`config.mk`:
```
export PLATFORM = sky130hd
export DESIGN_NAME = fifo_irq_ctrl
export DESIGN_NICKNAME = d
export VERILOG_FILES = /design/src/rtl/fic_pkg.sv /design/src/rtl/fic_level_cmp.sv /design/src/rtl/fic_sticky_bank.sv /design/src/rtl/fic_abort_cap.sv /design/src/rtl/fic_csr.sv /design/src/rtl/fifo_irq_ctrl.sv
export SDC_FILE = /design/constraint.sdc
export NUM_CORES = 1
export LEC_CHECK = 0
export BUFFER_PORTS_ARGS = -buffer_cell sky130_fd_sc_hd__buf_4
export CAP_MARGIN = 40
export CORE_ASPECT_RATIO = 0.9
export CORE_UTILIZATION = 56
export DETAILED_ROUTE_END_ITERATION = 16
export GPL_ROUTABILITY_DRIVEN = 0
export GPL_TIMING_DRIVEN = 0
export PLACE_DENSITY = 0.82
export REMOVE_ABC_BUFFERS = 1
export SLEW_MARGIN = 20
export SYNTH_ARGS = -nofsm -noshare
export SYNTH_HDL_FRONTEND = slang
export SYNTH_SLANG_ARGS = --single-unit
export TNS_END_PERCENT = 5
```
`constraint.sdc`:
```
create_clock -name clk -period 6.2 [get_ports clk]
set_clock_uncertainty 0.2 [all_clocks]
set_input_delay 0.93 -clock clk [delete_from_list [all_inputs] [get_ports clk]]
set_output_delay 0.93 -clock clk [all_outputs]
set_load 0.02 [all_outputs]
```
`src/rtl/fic_pkg.sv`:
```
package fic_pkg;
  localparam int NSRC = 10;   // total interrupt sources
  localparam int NSTK = 8;    // sticky sources, placed at raw bits 2..9
  localparam int STK_BASE = 2;
  localparam int STK_ABORT = 3; // sticky index of transmit abort

  // register word addresses
  localparam int A_RAW    = 0;
  localparam int A_MSTAT  = 1;
  localparam int A_MASK   = 2;
  localparam int A_RXTHR  = 3;
  localparam int A_TXTHR  = 4;
  localparam int A_RXLVL  = 5;
  localparam int A_TXLVL  = 6;
  localparam int A_ABRT   = 7;
  localparam int A_CLRALL = 8;
  localparam int A_CLR0   = 16;
endpackage

```
`src/rtl/fic_level_cmp.sv`:
```
module fic_level_cmp #(
  parameter int LVL_W = 9,
  parameter int THR_W = 8
) (
  input  logic [LVL_W-1:0] rx_level,
  input  logic [LVL_W-1:0] tx_level,
  input  logic [THR_W-1:0] rx_thr,
  input  logic [THR_W-1:0] tx_thr,
  output logic             rx_full,
  output logic             tx_empty
);
  // widen by one bit so that field+1 never wraps
  localparam int CW = ((LVL_W > THR_W) ? LVL_W : THR_W) + 1;

  logic [CW-1:0] rx_eff, tx_eff;

  assign rx_eff = CW'(rx_thr) + CW'(1);
  assign tx_eff = CW'(tx_thr) + CW'(1);

  assign rx_full  = CW'(rx_level) >= rx_eff;
  assign tx_empty = CW'(tx_level) <= tx_eff;
endmodule

```
`src/rtl/fic_sticky_bank.sv`:
```
module fic_sticky_bank #(
  parameter int N = 8
) (
  input  logic         clk,
  input  logic         rst,
  input  logic [N-1:0] ev,
  input  logic [N-1:0] clr,
  output logic [N-1:0] stat
);
  for (genvar k = 0; k < N; k++) begin : g_bit
    always_ff @(posedge clk) begin
      if (rst)
        stat[k] <= 1'b0;
      else if (ev[k])
        stat[k] <= 1'b1;        // event has priority over clear
      else if (clr[k])
        stat[k] <= 1'b0;
    end

    AST_STICKY_HOLD: assert property (@(posedge clk) disable iff (rst)
      (stat[k] && !clr[k]) |=> stat[k]);
    AST_EVENT_WINS: assert property (@(posedge clk) disable iff (rst)
      ev[k] |=> stat[k]);
    AST_CLEAR_TAKES: assert property (@(posedge clk) disable iff (rst)
      (clr[k] && !ev[k]) |=> !stat[k]);
  end
endmodule

```
`src/rtl/fic_abort_cap.sv`:
```
module fic_abort_cap #(
  parameter int W = 16
) (
  input  logic         clk,
  input  logic         rst,
  input  logic         ev,
  input  logic [W-1:0] reason,
  input  logic         clr,
  output logic [W-1:0] q
);
  always_ff @(posedge clk) begin
    if (rst)
      q <= '0;
    else if (ev)
      q <= reason;
    else if (clr)
      q <= '0;
  end

  AST_ABRT_CAPTURE: assert property (@(posedge clk) disable iff (rst)
    ev |=> (q == $past(reason)));
endmodule

```
`src/rtl/fic_csr.sv`:
```
module fic_csr
  import fic_pkg::*;
#(
  parameter int DATA_W = 32,
  parameter int ADDR_W = 5,
  parameter int LVL_W  = 9,
  parameter int THR_W  = 8,
  parameter int ABRT_W = 16
) (
  input  logic              clk,
  input  logic              rst,
  input  logic [ADDR_W-1:0] reg_addr,
  input  logic              reg_wr,
  input  logic [DATA_W-1:0] reg_wdata,
  input  logic              reg_rd,
  input  logic [NSRC-1:0]   raw,
  input  logic [LVL_W-1:0]  rx_level,
  input  logic [LVL_W-1:0]  tx_level,
  input  logic [ABRT_W-1:0] abort_q,
  output logic [NSRC-1:0]   mask,
  output logic [THR_W-1:0]  rx_thr,
  output logic [THR_W-1:0]  tx_thr,
  output logic [NSTK-1:0]   clr,
  output logic [DATA_W-1:0] reg_rdata
);
  localparam int MAXF = (NSRC > THR_W) ? NSRC : THR_W;

  logic [DATA_W-1:0] rd_mux;
  logic              unused_wdata;

  assign unused_wdata = ^reg_wdata[DATA_W-1:MAXF];

  // writable registers
  always_ff @(posedge clk) begin
    if (rst) begin
      mask   <= '0;
      rx_thr <= '0;
      tx_thr <= '0;
    end else if (reg_wr) begin
      case (int'(reg_addr))
        A_MASK:  mask   <= reg_wdata[NSRC-1:0];
        A_RXTHR: rx_thr <= reg_wdata[THR_W-1:0];
        A_TXTHR: tx_thr <= reg_wdata[THR_W-1:0];
        default: ;
      endcase
    end
  end

  // clear-on-read decode, one strobe per sticky source
  for (genvar k = 0; k < NSTK; k++) begin : g_clr
    assign clr[k] = reg_rd && ((int'(reg_addr) == A_CLRALL) ||
                               (int'(reg_addr) == A_CLR0 + k));
  end

  always_comb begin
    rd_mux = '0;
    case (int'(reg_addr))
      A_RAW:   rd_mux[NSRC-1:0]   = raw;
      A_MSTAT: rd_mux[NSRC-1:0]   = raw & mask;
      A_MASK:  rd_mux[NSRC-1:0]   = mask;
      A_RXTHR: rd_mux[THR_W-1:0]  = rx_thr;
      A_TXTHR: rd_mux[THR_W-1:0]  = tx_thr;
      A_RXLVL: rd_mux[LVL_W-1:0]  = rx_level;
      A_TXLVL: rd_mux[LVL_W-1:0]  = tx_level;
      A_ABRT:  rd_mux[ABRT_W-1:0] = abort_q;
      default: rd_mux = '0;
    endcase
  end

  always_ff @(posedge clk) begin
    if (rst)
      reg_rdata <= '0;
    else if (reg_rd)
      reg_rdata <= rd_mux;
  end

  AST_MASK_WRITE: assert property (@(posedge clk) disable iff (rst)
    (reg_wr && int'(reg_addr) == A_MASK) |=> (mask == $past(reg_wdata[NSRC-1:0])));
  AST_RD_MASK_LATENCY: assert property (@(posedge clk) disable iff (rst)
    (reg_rd && !reg_wr && int'(reg_addr) == A_MASK) |=> (reg_rdata[NSRC-1:0] == mask));
  AST_RDATA_HOLD: assert property (@(posedge clk) disable iff (rst)
    !reg_rd |=> $stable(reg_rdata));
endmodule

```
`src/rtl/fifo_irq_ctrl.sv`:
```
module fifo_irq_ctrl
  import fic_pkg::*;
#(
  parameter int DATA_W = 32,
  parameter int ADDR_W = 5,
  parameter int LVL_W  = 9,
  parameter int THR_W  = 8,
  parameter int ABRT_W = 16
) (
  input  logic              clk,
  input  logic              rst,
  input  logic [NSTK-1:0]   evt_pulse,
  input  logic [ABRT_W-1:0] abort_reason,
  input  logic [LVL_W-1:0]  rx_level,
  input  logic [LVL_W-1:0]  tx_level,
  input  logic [ADDR_W-1:0] reg_addr,
  input  logic              reg_wr,
  input  logic [DATA_W-1:0] reg_wdata,
  input  logic              reg_rd,
  output logic [DATA_W-1:0] reg_rdata,
  output logic              irq
);
  logic [NSRC-1:0]  raw, mask, masked;
  logic [NSTK-1:0]  stk, clr;
  logic [THR_W-1:0] rx_thr, tx_thr;
  logic [ABRT_W-1:0] abort_q;
  logic             rx_full, tx_empty;

  fic_level_cmp #(.LVL_W(LVL_W), .THR_W(THR_W)) u_cmp (
    .rx_level (rx_level),
    .tx_level (tx_level),
    .rx_thr   (rx_thr),
    .tx_thr   (tx_thr),
    .rx_full  (rx_full),
    .tx_empty (tx_empty)
  );

  fic_sticky_bank #(.N(NSTK)) u_stk (
    .clk  (clk),
    .rst  (rst),
    .ev   (evt_pulse),
    .clr  (clr),
    .stat (stk)
  );

  fic_abort_cap #(.W(ABRT_W)) u_abrt (
    .clk    (clk),
    .rst    (rst),
    .ev     (evt_pulse[STK_ABORT]),
    .reason (abort_reason),
    .clr    (clr[STK_ABORT]),
    .q      (abort_q)
  );

  fic_csr #(
    .DATA_W(DATA_W), .ADDR_W(ADDR_W), .LVL_W(LVL_W),
    .THR_W(THR_W), .ABRT_W(ABRT_W)
  ) u_csr (
    .clk       (clk),
    .rst       (rst),
    .reg_addr  (reg_addr),
    .reg_wr    (reg_wr),
    .reg_wdata (reg_wdata),
    .reg_rd    (reg_rd),
    .raw       (raw),
    .rx_level  (rx_level),
    .tx_level  (tx_level),
    .abort_q   (abort_q),
    .mask      (mask),
    .rx_thr    (rx_thr),
    .tx_thr    (tx_thr),
    .clr       (clr),
    .reg_rdata (reg_rdata)
  );

  assign raw    = {stk, tx_empty, rx_full};
  assign masked = raw & mask;

  always_ff @(posedge clk) begin
    if (rst) irq <= 1'b0;
    else     irq <= |masked;
  end

  AST_IRQ_RISE: assert property (@(posedge clk) disable iff (rst)
    (|masked) |=> irq);
  AST_IRQ_QUIET: assert property (@(posedge clk) disable iff (rst)
    !(|masked) |=> !irq);
  AST_LEVEL_NOT_CLEARED: assert property (@(posedge clk) disable iff (rst)
    (reg_rd && !reg_wr && $stable(rx_level) && rx_full) |=> (rx_full || $changed(rx_level)));
endmodule

```
==> flow_summary.json, run 1 <==
{
  "postCtsSetupBuffers": 0,
  "cp_max_fo": 6,
  "ys_seq_area_frac": 0.336,
  "power_uw": 936,
  "dp_slack_ns": 3.20,
  "setup-tns-final_ns": 0,
  "yosysMostFrequentCell": "a21oi_1",
  "critPathMaxStageDelay_ns": 0.56,
  "wl_per_cell_um": 16.3,
  "route.detailed.drc": 0,
  "synth_area_leaders": "dfxtp_1 (34%), a21oi_1 (8.8%), nand3_1 (6.4%)",
  "hpwl_um": 7760,
  "clkTransAtPathRegs_ns": 0.07,
  "setup_ws_ns": 3.30,
  "via_count": 3891,
  "cp_top_family": "simple AND/OR/NAND/NOR gates",
  "reg2reg_slack_ns": 3.30,
  "synth-seq-cells": 67,
  "ys_async_sr_fraction": 0,
  "n_antenna_cell": 0,
  "grt_first_pass_wirelength_um": 16900,
  "coreArea_um2": 6730,
  "crit_buf_inv": 0,
  "initial_core_util": 0.594,
  "htree_levels": 3,
  "cts_sinks": 67,
  "ys.flop_type": "dfxtp_1",
  "grt_overflow": 0,
  "synth-edff-count": 0,
  "p_per_area_nw_per_um2": 201,
  "worstReg2RegStart": "u_csr.rx_thr[0]$_SDFFE_PP0P_",
  "row_count": 28,
  "crit_chain": "and3_1 > nand3_1 > or2_2 > xor2_1 > ha_1 > nand3_1 > or4_1 > and3_1 > o311ai_1",
  "peakVddDrop_mv": 0.129,
  "fin_util": 0.693,
  "netlist.area_leader.share": 0.336,
  "setup_viol": 0,
  "hp-start": "u_csr.reg_rdata[8]$_SDFFE_PP0P_",
  "endpoint_kind": "flop",
  "fillers": 546,
  "worstMarginPinSlew_ns": 0.667,
  "syn-cell-area_um2": 4000,
  "grt_pass1_vias": 3503,
  "holdPathStages": 2,
  "antenna_found_initial": 0,
  "netlist_instances": 499,
  "timing_worst_setup_path_type": "reg2reg",
  "cts-root-buf": "clkbuf_8",
  "ant_nets": 0,
  "io_pins": 116,
  "drive_above_1_share": 0.201,
  "maxSlewHeadroom": 0.555,
  "drt_iter0_markers": 318,
  "wl_um": 10600,
  "status": "completed",
  "grt_max_degree": 66,
  "hold_end": "u_csr.reg_rdata[8]$_SDFFE_PP0P_",
  "drt_first_pass_iters": 5,
  "fp.dieW_um": 91.0,
  "postSynthAreaPerCell_um2": 8.01,
  "post-route-period-util": 0.468,
  "grt.total_usage": 0.293,
  "cp_slowest_cell": "or4_1",
  "synth_cell_types": 58,
  "multiInputGateArea_um2": 2390,
  "die_y_um": 82.1,
  "max-cap-violations": 0,
  "period_minus_slack_ns": 2.90,
  "area_delta_synth_final_pct": 16.6,
  "cts_resized": 0,
  "final_nets": 660,
  "seqCellArea_um2": 1340,
  "hold_slack_ns": 0.273,
  "drt-vias-per-instance": 5.97,
  "portBuffers": 77,
  "hold_buffers": 0,
  "cts_tree": "done",
  "finalHoldViolations": 0,
  "clock_path_buffers": 2,
  "rsz0062_at_grt": "false",
  "synth-warning-count": 0,
  "rr_worst_depth": 9,
  "regToRegEndpoint": "irq$_SDFF_PP0_",
  "hp-class": "reg2reg",
  "numCtsBuffers": 9,
  "dieArea_um2": 7480,
  "p_leak_nw": 1.74,
  "synth_common_cells": "a21oi_1 (70), dfxtp_1 (67), nand2_1 (59), nand3_1 (51)",
  "insertion_delay_ns": 0.35,
  "report.final.slew_viol_count": 0,
  "start_kind": "flop",
  "worstPathRequired_ns": 6.25,
  "synth_top_area_cell": "dfxtp_1",
  "worstPathArrival_ns": 2.95,
  "fmax_mhz": 345
}
-- through the flow --
step,cells,instance area [µm²]
final,652,4660
after detailed placement,636,4470
after global placement,636,4470
after floorplan,469,3770
after global routing,652,4660
after CTS,652,4660
-- how the worst max path moves through the flow --
stage,startpoint,end,depth (start not counted)
5_1_grt,u_csr.rx_thr[0]$_SDFFE_PP0P_,irq$_SDFF_PP0_,9
2_1_floorplan,u_csr.rx_thr[0]$_SDFFE_PP0P_,irq$_SDFF_PP0_,9
4_1_cts,u_csr.rx_thr[0]$_SDFFE_PP0P_,irq$_SDFF_PP0_,9
3_5_place_dp,reg_addr[4],u_csr.mask[5]$_SDFFE_PP0P_,6
3_3_place_gp,reg_addr[4],u_csr.mask[1]$_SDFFE_PP0P_,6
6_report,u_csr.rx_thr[0]$_SDFFE_PP0P_,irq$_SDFF_PP0_,9
-- layout by cell type, fill, tap and decap left out, types with 4 or more instances in the layout --
master and count:
a21oi_1 70, a221o_1 4, a22oi_1 18, a31oi_1 5, and3_1 5, buf_4 77
clkbuf_8 9, conb_1 16, dfxtp_1 67, ha_1 20, inv_1 11, mux2i_1 4
nand2_1 59, nand2b_1 18, nand3_1 51, nand3b_1 16, nor2_1 20, nor2_2 4
nor2b_1 5, nor3_1 7, o21ai_0 8, o22ai_1 5, xor2_1 10
-- state kept, by name, summed over array words and instances, names as in the netlist --
register,count
u_csr.mask,10
u_abrt.q,16
u_csr.tx_thr,8
u_stk.stat,8
irq,1
u_csr.reg_rdata,16
u_csr.rx_thr,8
-- report_power, final --
| group | switching, mW | leakage (nW) | internal (mW) | total [mW] |
|---|---|---|---|---|
| logic | 0.0760 | 1.10 | 0.0548 | 0.131 |
| registers | 0.0103 | 0.546 | 0.442 | 0.452 |
| clock network | 0.169 | 0.0950 | 0.184 | 0.353 |
| total | 0.255 | 1.74 | 0.681 | 0.936 |
-- cell families (layout without fill, tap and decap cells) --
kind of cell / after synthesis / after routing / synth area share
DFF: 67 / 67 / 0.336
other: 1 / 16 / 0.000938
xor gates and xnor gates: 13 / 13 / 0.0285
AOI/OAI and AO/OA: 135 / 135 / 0.215
muxes: 5 / 5 / 0.0128
adders and majority gates: 20 / 20 / 0.0626
buffers and inverters: 56 / 104 / 0.0798
and+or+nand+nor: 202 / 202 / 0.264
-- worst reg2reg max path, stage by stage (launching register included) --
cell      delay [ns]
dfxtp_1         0.43
and3_1          0.19
nand3_1         0.12
or2_2           0.33
xor2_1          0.15
ha_1            0.30
nand3_1         0.09
or4_1           0.56
and3_1          0.20
o311ai_1        0.23
-- metal layers --
layer  vias to the layer above  GRT usage  wire (µm)
met5                         -          0          0
met4                         0     0.0968        204
met1                      1803      0.372       4630
met2                       189      0.501       4910
met3                        22     0.0641        855
li1                       1877          -          -
-- layout make-up --
cell class,instances,share of cell area
well taps,90,0.0242
clock buffers,9,0.0266
inverters,11,0.00886
repair buffers,77,0.124
clock inverters,7,0.0148
multi-input cells,391,0.514
flip-flops and latches,67,0.288
Power figures use the tool's default switching activity.
==> run 2, diff against run 1 <==
--- a/config.mk
+++ b/config.mk
@@ -8,11 +8,11 @@
 export BUFFER_PORTS_ARGS = -buffer_cell sky130_fd_sc_hd__buf_4
 export CAP_MARGIN = 40
 export CORE_ASPECT_RATIO = 0.9
-export CORE_UTILIZATION = 56
+export CORE_UTILIZATION = 52
 export DETAILED_ROUTE_END_ITERATION = 16
 export GPL_ROUTABILITY_DRIVEN = 0
 export GPL_TIMING_DRIVEN = 0
-export PLACE_DENSITY = 0.82
+export PLACE_DENSITY = 0.77
 export REMOVE_ABC_BUFFERS = 1
 export SLEW_MARGIN = 20
 export SYNTH_ARGS = -nofsm -noshare
==> constraint.sdc (replaced) <==
create_clock -name clk -period 2.7 [get_ports clk]
set_clock_uncertainty 0.2 [all_clocks]
set_input_delay 0.405 -clock clk [delete_from_list [all_inputs] [get_ports clk]]
set_output_delay 0.405 -clock clk [all_outputs]
set_load 0.02 [all_outputs]
==> run 2 against run 1 <==
  * The run now ends with negative setup slack left
  * Global-route usage decreased by 1.4 points
  * Register-to-register slack got worse by 3.3 ns
  * Core utilization decreased by 2.8 points
  * Clock power increased to 3.1 times the previous value
  * Combinational power increased by 130%
  * Total power increased to 2.6 times the previous value
  * Critical path depth unchanged
  * Setup slack got worse by 3.3 ns
  * Sequential share of layout area decreased by 0.56 points
  * Worst hold slack got worse by 0.22 ns
  * Non-clock buffer count increased by 1
  * Die area increased by 7.5%
  * Largest cell class unchanged
==> flow_summary.json, run 2 (same netlist as run 1, synthesis figures left out) <==
{
  "status": "finished, violations left",
  "violations": "negative setup slack",
  "switchingPower_uw": 596,
  "route.detailed.drc": 0,
  "worstMarginPinSlew_ns": 0.670,
  "via_count": 3953,
  "hpwl_um": 7750,
  "endpoint_kind": "flop",
  "numCtsBuffers": 9,
  "cts-root-buf": "clkbuf_8",
  "initial_core_util": 0.551,
  "p_leak_nw": 1.79,
  "place_area_um2": 4470,
  "n_antenna_cell": 0,
  "worstPathArrival_ns": 2.77,
  "io_pins": 116,
  "setup_ws_ns": -0.0157,
  "portBuffers": 77,
  "wl_per_cell_um": 16.5,
  "rsz0062_at_grt": "true",
  "hp-class": "in2reg",
  "drt_first_pass_iters": 5,
  "grt_first_pass_wirelength_um": 17200,
  "stdcell_area_um2": 4820,
  "dieArea_um2": 8040,
  "grt_pass1_vias": 3549,
  "reg2reg_slack_ns": -0.02,
  "fillers": 679,
  "die_y_um": 85.2,
  "reg_top3": "u_abrt.q x16, u_csr.reg_rdata x16, u_csr.mask x10",
  "dp_slack_ns": -0.101,
  "coreArea_um2": 7260,
  "hold_buffers": 0,
  "maxSlewHeadroom": 0.553,
  "clock_path_buffers": 2,
  "p_clk_frac": 0.452,
  "htree_levels": 3,
  "grt_max_degree": 66,
  "final_nets": 661,
  "clkTransAtPathRegs_ns": 0.08,
  "drive_above_1_share": 0.233,
  "peakVddDrop_mv": 0.290,
  "m1WireLength_um": 4640,
  "max-cap-violations": 0,
  "period_minus_slack_ns": 2.72,
  "p_per_area_nw_per_um2": 506,
  "power_frac_seq": 0.424,
  "antenna_found_initial": 0,
  "wl_um": 10800,
  "finalHoldViolations": 0,
  "start_kind": "flop",
  "cts_sinks": 67,
  "insertion_delay_ns": 0.35,
  "fp.dieW_um": 94.4,
  "report.final.slew_viol_count": 0,
  "cp_max_fo": 5,
  "cts_tree": "done",
  "topRoutingLayerUsed": "met4",
  "timing_worst_setup_path_type": "reg2reg",
  "p_comb_frac": 0.125,
  "setup_viol": 1,
  "post-route-period-util": 1.01,
  "layout_commonest_cell": "buf_4",
  "fmax_mhz": 368,
  "grt.total_usage": 0.278,
  "grt_overflow": 0,
  "drt-vias-per-instance": 6.03,
  "ant_nets": 0,
  "route.met2.wl_um": 5100,
  "area_delta_synth_final_pct": 20.7,
  "p_sw_frac": 0.244,
  "mostFrequentLayoutCells": "buf_4 (78), a21oi_1 (70), dfxtp_1 (61)",
  "drt_iter0_markers": 324,
  "route.met3.wl_um": 821,
  "worstPathRequired_ns": 2.76,
  "p_int_mw": 1.84,
  "row_count": 29
}
[run 2: final cells by class]
type                            count  area (µm²)  area share
Clock buffer                        9         124      0.0257
Clock inverter                      7         140      0.0291
Inverter                           11        41.3     0.00856
Multi-Input combinational cell    391        2450       0.509
Sequential cell                    67        1360       0.282
Tap cell                           93         116      0.0241
Timing Repair Buffer               78         586       0.121
[run 2: worst paths after layout]
path                              startpoint                               to  depth (start not counted)
max             u_csr.rx_thr[1]$_SDFFE_PP0P_                   irq$_SDFF_PP0_                          9
min                             evt_pulse[4]       u_stk.stat[4]$_SDFFE_PP0P_                          3
max reg2reg     u_csr.rx_thr[1]$_SDFFE_PP0P_                   irq$_SDFF_PP0_                          9
min reg2reg  u_csr.reg_rdata[6]$_SDFFE_PP0P_  u_csr.reg_rdata[6]$_SDFFE_PP0P_                          2
[run 2: critical path, cell delays in order (launching register included)]
cell      delay (ns)
dfxtp_4         0.38
and3_4          0.19
nand3_2         0.09
or2_4           0.25
xor2_2          0.14
ha_1            0.32
nand3_2         0.08
or4_4           0.54
and3_4          0.19
o311ai_2        0.25
[run 2: metal layers]
metal / global-route usage / vias to the layer above
li1: - / 1885
met1: 0.370 / 1869
met2: 0.439 / 174
met3: 0.0556 / 25
met4: 0.115 / 0
met5: 0 / -
[run 2: power groups by stage]
stage / Combinational [mW] / Sequential [mW] / Clock, mW
6_report: 0.304 / 1.03 / 1.10
5_1_grt: 0.334 / 1.04 / 1.17
4_1_cts: 0.296 / 1.03 / 1.12
3_5_place_dp: 0.294 / 1.06 / 0
3_3_place_gp: 0.289 / 1.06 / 0
2_1_floorplan: 0.137 / 1.05 / 0
[run 2: timing repair]
item | CTS | global route
pin swaps | 1 | 8
endpoints found under the hold margin | 0 | 0
buffers inserted | 1 | 0
setup endpoints to repair | 2 | 2
resized for setup | 6 | 17
[run 2: per-stage QoR]
stage / util / hold slack (ns) / instances / total power, mW / setup TNS (ns)
final: 0.664 / 0.0523 / 656 / 2.44 / -0.0157
after global routing: 0.664 / 0.0668 / 656 / 2.54 / -0.0909
after CTS: 0.655 / 0.0448 / 656 / 2.45 / 0
after detailed placement: 0.616 / 0.258 / 639 / 1.35 / -0.135
after global placement: 0.616 / 0.248 / 639 / 1.35 / -0.127
after floorplan: - / 0.243 / 469 / 1.19 / 0
